<file path="src/rtl/avi_pkg.sv">
package avi_pkg;
    localparam int FC_W  = 3;
    localparam int LVL_W = 3;

    localparam logic [FC_W-1:0] FC_CPU_SPACE = '1;

    typedef enum logic {
        POL_CONDITIONAL   = 1'b0,
        POL_UNCONDITIONAL = 1'b1
    } policy_e;

    typedef struct packed {
        logic    vpa;
        policy_e pol;
    } resp_state_t;
endpackage

</file>
<file path="src/rtl/avi_sync.sv">
module avi_sync #(
    parameter int STAGES = 2
) (
    input  logic clk,
    input  logic rst_n,
    input  logic async_i,
    output logic sync_o
);
    logic [STAGES-1:0] chain_d, chain_q;

    always_comb begin
        chain_d = {chain_q[STAGES-2:0], async_i};
    end

    always_ff @(posedge clk or negedge rst_n) begin
        if (!rst_n) chain_q <= '0;
        else        chain_q <= chain_d;
    end

    assign sync_o = chain_q[STAGES-1];
endmodule

</file>
<file path="src/rtl/avi_iack_decode.sv">
module avi_iack_decode
    import avi_pkg::*;
#(
    parameter int LEVEL = 5
) (
    input  logic [FC_W-1:0]  fc_i,
    input  logic [LVL_W-1:0] lvl_i,
    input  logic             as_n_i,
    input  logic             req_s_i,
    output logic             iack_match_o,
    output logic [LVL_W-1:0] ipl_n_o
);
    localparam logic [LVL_W-1:0] LVL_CODE = LVL_W'(LEVEL);

    always_comb begin
        iack_match_o = (fc_i == FC_CPU_SPACE) && !as_n_i && (lvl_i == LVL_CODE);
        ipl_n_o      = req_s_i ? ~LVL_CODE : '1;
    end
endmodule

</file>
<file path="src/rtl/avi_vpa_ctrl.sv">
module avi_vpa_ctrl
    import avi_pkg::*;
(
    input  logic clk,
    input  logic rst_n,
    input  logic as_n_i,
    input  logic mode_i,
    input  logic iack_match_i,
    input  logic req_s_i,
    output logic vpa_n_o,
    output logic pol_uncond_o
);
    resp_state_t st_d, st_q;
    logic        qualify;

    always_comb begin
        st_d    = st_q;
        qualify = iack_match_i && ((st_q.pol == POL_UNCONDITIONAL) || req_s_i);
        if (as_n_i) begin
            st_d.pol = policy_e'(mode_i);
            st_d.vpa = 1'b0;
        end else if (qualify) begin
            st_d.vpa = 1'b1;
        end
    end

    always_ff @(posedge clk or negedge rst_n) begin
        if (!rst_n) st_q <= '{vpa: 1'b0, pol: POL_CONDITIONAL};
        else        st_q <= st_d;
    end

    assign vpa_n_o      = ~(st_q.vpa && !as_n_i);
    assign pol_uncond_o = (st_q.pol == POL_UNCONDITIONAL);

    p_policy_frozen_r9: assert property (@(posedge clk) disable iff (!rst_n)
        (!as_n_i && $past(!as_n_i)) |-> $stable(pol_uncond_o));

    p_vpa_hold_r10: assert property (@(posedge clk) disable iff (!rst_n)
        (!vpa_n_o && !as_n_i) |=> (!vpa_n_o || as_n_i));
endmodule

</file>
<file path="src/rtl/avi_autovector_ctrl.sv">
module avi_autovector_ctrl
    import avi_pkg::*;
#(
    parameter int LEVEL       = 5,
    parameter int SYNC_STAGES = 2
) (
    input  logic             clk,
    input  logic             rst_n,
    input  logic [FC_W-1:0]  fc_i,
    input  logic [LVL_W-1:0] lvl_i,
    input  logic             as_n_i,
    input  logic             card_req_i,
    input  logic             mode_i,
    output logic [LVL_W-1:0] ipl_n_o,
    output logic             vpa_n_o
);
    logic req_s;
    logic iack_match;
    logic pol_uncond;

    avi_sync #(.STAGES(SYNC_STAGES)) u_sync (
        .clk     (clk),
        .rst_n   (rst_n),
        .async_i (card_req_i),
        .sync_o  (req_s)
    );

    avi_iack_decode #(.LEVEL(LEVEL)) u_dec (
        .fc_i         (fc_i),
        .lvl_i        (lvl_i),
        .as_n_i       (as_n_i),
        .req_s_i      (req_s),
        .iack_match_o (iack_match),
        .ipl_n_o      (ipl_n_o)
    );

    avi_vpa_ctrl u_vpa (
        .clk          (clk),
        .rst_n        (rst_n),
        .as_n_i       (as_n_i),
        .mode_i       (mode_i),
        .iack_match_i (iack_match),
        .req_s_i      (req_s),
        .vpa_n_o      (vpa_n_o),
        .pol_uncond_o (pol_uncond)
    );

    p_ipl_follow_r2: assert property (@(posedge clk) disable iff (!rst_n)
        ipl_n_o == (req_s ? ~LVL_W'(LEVEL) : {LVL_W{1'b1}}));

    p_vpa_only_iack_r8: assert property (@(posedge clk) disable iff (!rst_n)
        !vpa_n_o |-> (fc_i == FC_CPU_SPACE && lvl_i == LVL_W'(LEVEL) && !as_n_i));

    p_uncond_answer_r6: assert property (@(posedge clk) disable iff (!rst_n)
        (iack_match && pol_uncond) |=> (!vpa_n_o || as_n_i));

    p_release_r7: assert property (@(posedge clk) disable iff (!rst_n)
        as_n_i |-> vpa_n_o);
endmodule

</file>
<file path="config.mk">
export PLATFORM = sky130hd
export DESIGN_NAME = avi_autovector_ctrl
export DESIGN_NICKNAME = d
export VERILOG_FILES = /design/src/rtl/avi_pkg.sv /design/src/rtl/avi_sync.sv /design/src/rtl/avi_iack_decode.sv /design/src/rtl/avi_vpa_ctrl.sv /design/src/rtl/avi_autovector_ctrl.sv
export SDC_FILE = /design/constraint.sdc
export NUM_CORES = 1
export LEC_CHECK = 0
export ABC_AREA = 1
export ABC_CLOCK_PERIOD_IN_PS = 1800
export BUFFER_PORTS_ARGS = -buffer_cell sky130_fd_sc_hd__buf_2
export CORE_AREA = 5 5 42 44
export DETAILED_ROUTE_END_ITERATION = 6
export DIE_AREA = 0 0 47 49
export HOLD_SLACK_MARGIN = 0.12
export PLACE_DENSITY_LB_ADDON = 0.12
export SKIP_CTS_REPAIR_TIMING = 1
export SLEW_MARGIN = 20
export SYNTH_ARGS = -nofsm -noshare
export SYNTH_HDL_FRONTEND = slang
export SYNTH_SLANG_ARGS = --single-unit
</file>
<file path="constraint.sdc">
create_clock -name clk -period 1.8 [get_ports clk]
set_input_delay 0.27 -clock clk [delete_from_list [all_inputs] [get_ports clk]]
set_output_delay 0.27 -clock clk [all_outputs]
set_load 0.05 [all_outputs]
</file>
==> results of run 1 <==
routing by layer:
layer | up-vias | global-route usage
met3 | 0 | 0.0148
met4 | 0 | 0.0415
met5 | - | 0
met1 | 75 | 0.0402
li1 | 90 | -
met2 | 8 | 0.0588
critical path, cell delays in order (launching register included):
cell and delay [ps]:
dfrtp_1 380, inv_1 70, buf_2 250
path summary, 6_finish.rpt:
| path | end | cells past startpoint | start |
|---|---|---|---|
| max | ipl_n_o[2] | 2 | u_sync.chain_q[1] |
| min | u_sync.chain_q[0] | 1 | card_req_i |
| max reg2reg | u_vpa.st_q[1] | 4 | u_vpa.pol_uncond_o |
| min reg2reg | u_sync.chain_q[1] | 0 | u_sync.chain_q[0] |
| max in group asynchronous | u_sync.chain_q[1] | 2 | rst_n |
| min in group asynchronous | u_vpa.pol_uncond_o | 2 | rst_n |
sequential cells by signal (all words and copies together) (netlist names):
register,flops
u_vpa.pol_uncond_o,1
u_vpa.st_q,1
u_sync.chain_q,2
power by group:
part	total [µW]	internal, µW	switching (µW)	leakage, µW
clock	107	74.3	32.2	0.0000138
combinational	38.7	14.5	24.2	0.000100
sequential	97.3	95.0	2.32	0.0000494
per-stage QoR:
stage          power [µW]  std cells  hold WS, ps  utilization  setup WS, ps
3_3_place_gp          136         49         77.2        0.183           803
2_1_floorplan         124         22        -25.6            -           557
3_5_place_dp          136         49         77.7        0.183           798
6_report              243         53          148        0.206           603
5_1_grt               255         53          144        0.206           555
4_1_cts               250         52         -171        0.199           578
kinds of logic (layout without fill, tap and decap cells):
kind of cell | count (synthesis) | in the layout | synth area share
buf+inv | 5 | 20 | 0.141
flops | 4 | 4 | 0.537
other cells | 1 | 1 | 0.0201
simple gates | 12 | 12 | 0.302
area by class of cell:
type / instances / area share
Sequential cell: 4 / 0.346
Timing Repair Buffer: 14 / 0.260
Multi-Input combinational cell: 13 / 0.208
Clock buffer: 3 / 0.0779
Tap cell: 16 / 0.0693
Inverter: 3 / 0.0390
cells in the final DEF, fill, tap and decap left out:
| master | Yosys | layout |
|---|---|---|
| buf_2 | 0 | 13 |
| dlygate4sd3_1 | 0 | 1 |
| conb_1 | 1 | 1 |
| nand2_1 | 7 | 7 |
| dfrtp_1 | 4 | 4 |
| nand2_2 | 1 | 1 |
| nand3_1 | 1 | 1 |
| inv_1 | 2 | 2 |
| nor2_2 | 3 | 3 |
| clkbuf_4 | 0 | 3 |
| inv_2 | 1 | 1 |
==> metrics, run 1 <==
Critical Setup Path Class=reg -> out; aggregate negative setup slack=0 ps; Routability Congestion=0.642; footprint of the multi-input gates=60.1 µm²; slack of the worst reg-to-reg path=1060 ps; maximum capacitance violations=0; total DRC errors in the routed layout=0; biggest area consumer among synthesized cells=dfrtp_1; DRT antenna net count=0; Cells after Synth=22; post-synthesis instance area=186 µm²; first-pass detailed-route iteration total=1; class of the tightest hold or removal check=in -> reg; detailed route wirelength on metal2=213 µm; CTS clock-pin slew for the worst setup and hold paths=40 ps; Final min period=1200 ps; final clock skew=0.268 ps; Filler Cell Count=171; Arrival @ worst endpoint=930 ps; post-synth cell types=9; status=finished, final reports clean; pin count of the biggest net entering global routing=5; layout cells sized above 1=0.568; met1 routed wirelength after detailed routing=115 µm; floorplan die area=2300 µm²; initial core utilization=0.133; layout overhead on the synthesized area=55.0%; top metal layer carrying routed signals=met3; Power Density=839 nW/µm²; CTS tree=done; row count=14; final-report setup violation count=0; synthesized area divided by synthesized cell count=8.47 µm²; final-report hold violation count=0; CTS H-tree lvls=1; leakage power summed over all cells=0.000163 µW; number of vias after detailed routing=173; first-pass GRT wire length=648 µm; critical-path maximum fanout=2; Global Route Usage Sum=0.0403; unrepaired setup endpoints after global routing=no; commonest cells in the synthesized netlist=nand2_1, dfrtp_1, nor2_2; Diodes inserted=0; share of the clock period used by the worst path=0.665; worst skew pair latency=230 ps; clk sink count=4; Synth Flop Type=dfrtp_1; antenna violations before repair=0; cts bufs inserted=3; total placed instance area=256 µm²; FFs w/ async S/R, synth=1.00; boundary pin count=15; number of storage elements in the synthesis netlist=4; sequential-to-total area share from yosys stat=0.537; worst ir drop on vdd=0.271 mV; detailed route wirelength on metal3=62 µm; number of flops mapped to enable cells by yosys=0; Worst Path Required=1530 ps; area share of the largest cell type after synthesis=0.537; Startpoint Class=register; element type at the critical path end=primary output; Routed wire per std cell=7.36 µm; number of buffers on the longest clock path=2; finished layout cell area=289 µm²; main area contributors after synthesis=dfrtp_1, nand2_1, nor2_2; Final Net Count=50; Clock Tree Root=clkbuf_4; cell with the most instances after synthesis=nand2_1; die outline height=49 µm; total wire length after detailed routing=390 µm; register area=100 µm²; core area=1400 µm²; x dimension of the die=47 µm; hpwl dp=350 µm; via-per-instance ratio=3.26; fmax=0.836 GHz; vias in the first global route=195; max-slew violations=0; count of input and output buffers=13; GRT overflow=0; Syn Nets=33; DRC violation total after the first TritonRoute iteration=0; total of warnings raised by yosys=0
(Power assumes the default switching activity.)
==> inputs of run 2 (changes only) <==
--- a/config.mk
+++ b/config.mk
@@ -6,7 +6,7 @@
 export NUM_CORES = 1
 export LEC_CHECK = 0
 export ABC_AREA = 1
-export ABC_CLOCK_PERIOD_IN_PS = 1800
+export ABC_CLOCK_PERIOD_IN_PS = 1200
 export BUFFER_PORTS_ARGS = -buffer_cell sky130_fd_sc_hd__buf_2
 export CORE_AREA = 5 5 42 44
 export DETAILED_ROUTE_END_ITERATION = 6
==> constraint.sdc (replaced) <==
create_clock -name clk -period 1.2 [get_ports clk]
set_input_delay 0.18 -clock clk [delete_from_list [all_inputs] [get_ports clk]]
set_output_delay 0.18 -clock clk [all_outputs]
set_load 0.05 [all_outputs]
==> run 2 against run 1 <==
Against the previous run:
- power up 51%
- via count up 4.6%
- core utilization up 0.71 points
- routed wire length up 1.8%
- die area unchanged
- global-route usage about the same
- worst setup slack worse by 510 ps
- critical path depth unchanged
- combinational power up 56%
- critical path type unchanged
- largest cell class unchanged
==> metrics, run 2 (synthesis results as in run 1) <==
status=finished, final reports clean; Global Route Usage Sum=0.0404; critical path startpoint=u_sync.chain_q[1]; Arrival @ worst endpoint=920 ps; maximum capacitance violations=0; most common cell after layout, fill and taps aside=buf_2; final cell count without fillers=54; end point of the critical path=ipl_n_o[0]; die outline height=49 µm; terminus of the critical flop-to-flop path=u_vpa.st_q[1]; pin count of the biggest net entering global routing=5; Routability Congestion=0.638; element type at the critical path end=primary output; total wire length after detailed routing=397 µm; x dimension of the die=47 µm; final clock skew=3.00 ps; Worst Path Required=1020 ps; initial core utilization=0.133; Startpoint Class=register; Diodes inserted=0; GRT overflow=0; number of vias after detailed routing=181; first-pass detailed-route iteration total=1; boundary pin count=15; Final min period=1100 ps; CTS clock-pin slew for the worst setup and hold paths=40 ps; Clock Tree Root=clkbuf_4; vias in the first global route=176; count of input and output buffers=13; Cells after DPL=49; core area=1400 µm²; smallest setup slack after layout=96.4 ps; max-slew violations=0; cts bufs inserted=3; Power Density=1230 nW/µm²; DRT antenna net count=0; final-report hold violation count=0; total DRC errors in the routed layout=0; row count=14; first-pass GRT wire length=607 µm; via-per-instance ratio=3.35; slack of the worst reg-to-reg path=450 ps; Routed wire per std cell=7.35 µm; total chip power=366 µW; unrepaired setup endpoints after global routing=no; layout overhead on the synthesized area=60.4%; Critical R2R Launch=u_vpa.pol_uncond_o; Final Net Count=51; worst ir drop on vdd=0.326 mV; antenna violations before repair=0; max FFs per register=2; share of the clock period used by the worst path=0.920; leakage power summed over all cells=0.000167 µW; Worst Setup Slack post-DPL=324 ps; CTS tree=done; class of the tightest hold or removal check=in -> reg; hpwl dp=363 µm; clk sink count=4; aggregate negative setup slack=0 ps; critical-path maximum fanout=2; worst skew pair latency=230 ps; CTS H-tree lvls=1; Top reg by flops=u_sync.chain_q; final-report setup violation count=0; top library cells by usage in the layout, fill and taps aside=buf_2, nand2_1, dfrtp_1; Critical Setup Path Class=reg -> out; number of buffers on the longest clock path=2; layout cells sized above 1=0.553; floorplan die area=2300 µm²; DRC violation total after the first TritonRoute iteration=0; R2R depth=4; fmax=0.906 GHz
## run 2: worst min path at each step
stage | start | endpoint | slack [ps] | cells past startpoint
2_1_floorplan | rst_n | u_sync.chain_q[0] | -120 | 0
3_3_place_gp | rst_n | u_vpa.pol_uncond_o | -10 | 1
3_5_place_dp | rst_n | u_vpa.pol_uncond_o | -20 | 1
4_1_cts | rst_n | u_vpa.pol_uncond_o | -270 | 1
5_1_grt | mode_i | u_vpa.pol_uncond_o | 170 | 3
6_report | mode_i | u_vpa.pol_uncond_o | 150 | 3
## run 2: where the power goes
part	leakage (µW)	internal [µW]	switching, µW
combinational	0.000104	23.8	36.5
clock	0.0000138	111	48.6
sequential	0.0000494	143	3.51
## run 2: area by class of cell
cell class | instances | area (µm²)
Fill cell | 169 | 1100
Sequential cell | 4 | 100
Timing Repair Buffer | 15 | 85.1
Multi-Input combinational cell | 13 | 60.1
Clock buffer | 3 | 22.5
Tap cell | 16 | 20.0
Inverter | 3 | 11.3
## run 2: metrics by stage
stage / util / instance area (µm²) / hold WS, ps
floorplan: - / 186 / -116
global placement: 0.183 / 256 / -11.2
detailed placement: 0.183 / 256 / -15.1
CTS: 0.199 / 279 / -267
global route: 0.213 / 299 / 166
finish: 0.213 / 299 / 154
## run 2: critical path: stages (launching register included)
cell     delay, ps
dfrtp_1        370
inv_1           70
buf_2          250
## run 2: layer usage
layer / part of all wire / track usage
met5: 0 / 0
met4: 0 / 0.0553
met3: 0.16 / 0.0111
met2: 0.57 / 0.0656
met1: 0.27 / 0.0291
==> inputs of run 3 (changes only) <==
==> constraint.sdc (replaced) <==
create_clock -name clk -period 1.2 [get_ports clk]
set_input_delay 0.24 -clock clk [delete_from_list [all_inputs] [get_ports clk]]
set_output_delay 0.24 -clock clk [all_outputs]
set_load 0.05 [all_outputs]
==> run 3 against run 2 <==
Against the previous run:
- count of clock-buffer cells in the layout unchanged
- via count up 1.7%
- critical path type unchanged
- first-iteration DRC count is the same
- largest cell class unchanged
- critical path depth did not move
==> metrics, run 3 (synthesis results as in run 1) <==
GRT overflow=0; row count=14; detailed route wirelength on metal2=198 µm; highest-delay cell along the critical path=dfrtp_1; number of vias after detailed routing=184; CTS tree=done; Final min period=1170 ps; Startpoint Class=register; core occupancy in the finished layout=0.221; Worst Path Required=960 ps; Top reg by flops=u_sync.chain_q; max-slew violations=0; DRC violation total after the first TritonRoute iteration=0; antenna violations before repair=0; Arrival @ worst endpoint=930 ps; via-per-instance ratio=3.41; most common cell after layout, fill and taps aside=buf_2; number of buffers on the longest clock path=2; Hold Crit Depth=3; DRT antenna net count=0; layout overhead on the synthesized area=66.4%; aggregate negative setup slack=0 ps; Final Net Count=51; Routability Congestion=0.653; detailed route wirelength on metal3=58 µm; clk sink count=4; met1 routed wirelength after detailed routing=106 µm; Routed wire per std cell=7.00 µm; initial core utilization=0.133; maximum capacitance violations=0; R2R depth=4; fmax=0.857 GHz; pin count of the biggest net entering global routing=5; worst skew pair latency=230 ps; Power Density=1190 nW/µm²; smallest setup slack after layout=33.1 ps; top library cells by usage in the layout, fill and taps aside=buf_2, nand2_1, clkbuf_4; Clock Tree Root=clkbuf_4; Critical Setup Path Class=reg -> out; hpwl dp=344 µm; final clock skew=1.08 ps; final-report setup violation count=0; final-report hold violation count=0; Diodes inserted=0; cts bufs inserted=3; CTS H-tree lvls=1; footprint of the multi-input gates=60.1 µm²; worst-path cell chain=clkinvlp_4, clkbuf_4; layout cells sized above 1=0.579; critical-path maximum fanout=2; die outline height=49 µm; total placed instance area=260 µm²; vias in the first global route=181; element type at the critical path end=primary output; first-pass detailed-route iteration total=1; worst ir drop on vdd=0.376 mV; Filler Cell Count=175; maximum cell stage delay along the critical path=390 ps; first-pass GRT wire length=621 µm; count of input and output buffers=13; total DRC errors in the routed layout=0; CTS clock-pin slew for the worst setup and hold paths=40 ps; register area=100 µm²; Global Route Usage Sum=0.0417; Worst Setup Slack post-DPL=241 ps; class of the tightest hold or removal check=in -> reg; top metal layer carrying routed signals=met4; x dimension of the die=47 µm; total wire length after detailed routing=378 µm; finished layout cell area=310 µm²; boundary pin count=15; unrepaired setup endpoints after global routing=yes; leakage power summed over all cells=0.000166 µW; max FFs per register=2; status=finished, final reports clean; floorplan die area=2300 µm²; share of the clock period used by the worst path=0.972; core area=1400 µm²
-- run 3: final cells by class --
type,count,area share
Tap cell,16,0.0645
Timing Repair Buffer,15,0.298
Clock buffer,3,0.0726
Multi-Input combinational cell,13,0.194
Inverter,3,0.0484
Sequential cell,4,0.323
-- run 3: worst max-delay path, delay by kind of cell (launching register included) --
family   cells  cell delay, ps
flops        1             390
buf+inv      2             310
-- run 3: where the power goes --
part	internal (µW)	leakage [µW]	switching, µW	total, µW
Clock	111	0.0000138	48.7	160
Sequential	142	0.0000494	4.33	147
Combinational	25.9	0.000102	36.6	62.5
-- run 3: routing by layer --
layer / vias up / global-route usage
li1: 93 / -
met1: 79 / 0.0311
met2: 10 / 0.0611
met3: 2 / 0.0111
met4: 0 / 0.0691
met5: - / 0
-- run 3: worst paths after layout --
check / start / endpoint / slack, ps
worst min-delay path: mode_i / u_vpa.pol_uncond_o / 220
min in group asynchronous: rst_n / u_vpa.pol_uncond_o / 340
worst max register to register: u_sync.chain_q[1] / u_vpa.st_q[1] / 440
worst min register to register: u_sync.chain_q[0] / u_sync.chain_q[1] / 340
max in group asynchronous: rst_n / u_sync.chain_q[1] / 740
worst max-delay path: u_sync.chain_q[1] / ipl_n_o[0] / 30
-- run 3: per-stage QoR --
step | power [µW] | hold slack (ps) | std cells
final | 370 | 218 | 54
after global routing | 399 | 234 | 54
after CTS | 375 | -200 | 52
after detailed placement | 205 | 49.4 | 49
after global placement | 205 | 48.0 | 49
after floorplan | 187 | -55.6 | 22
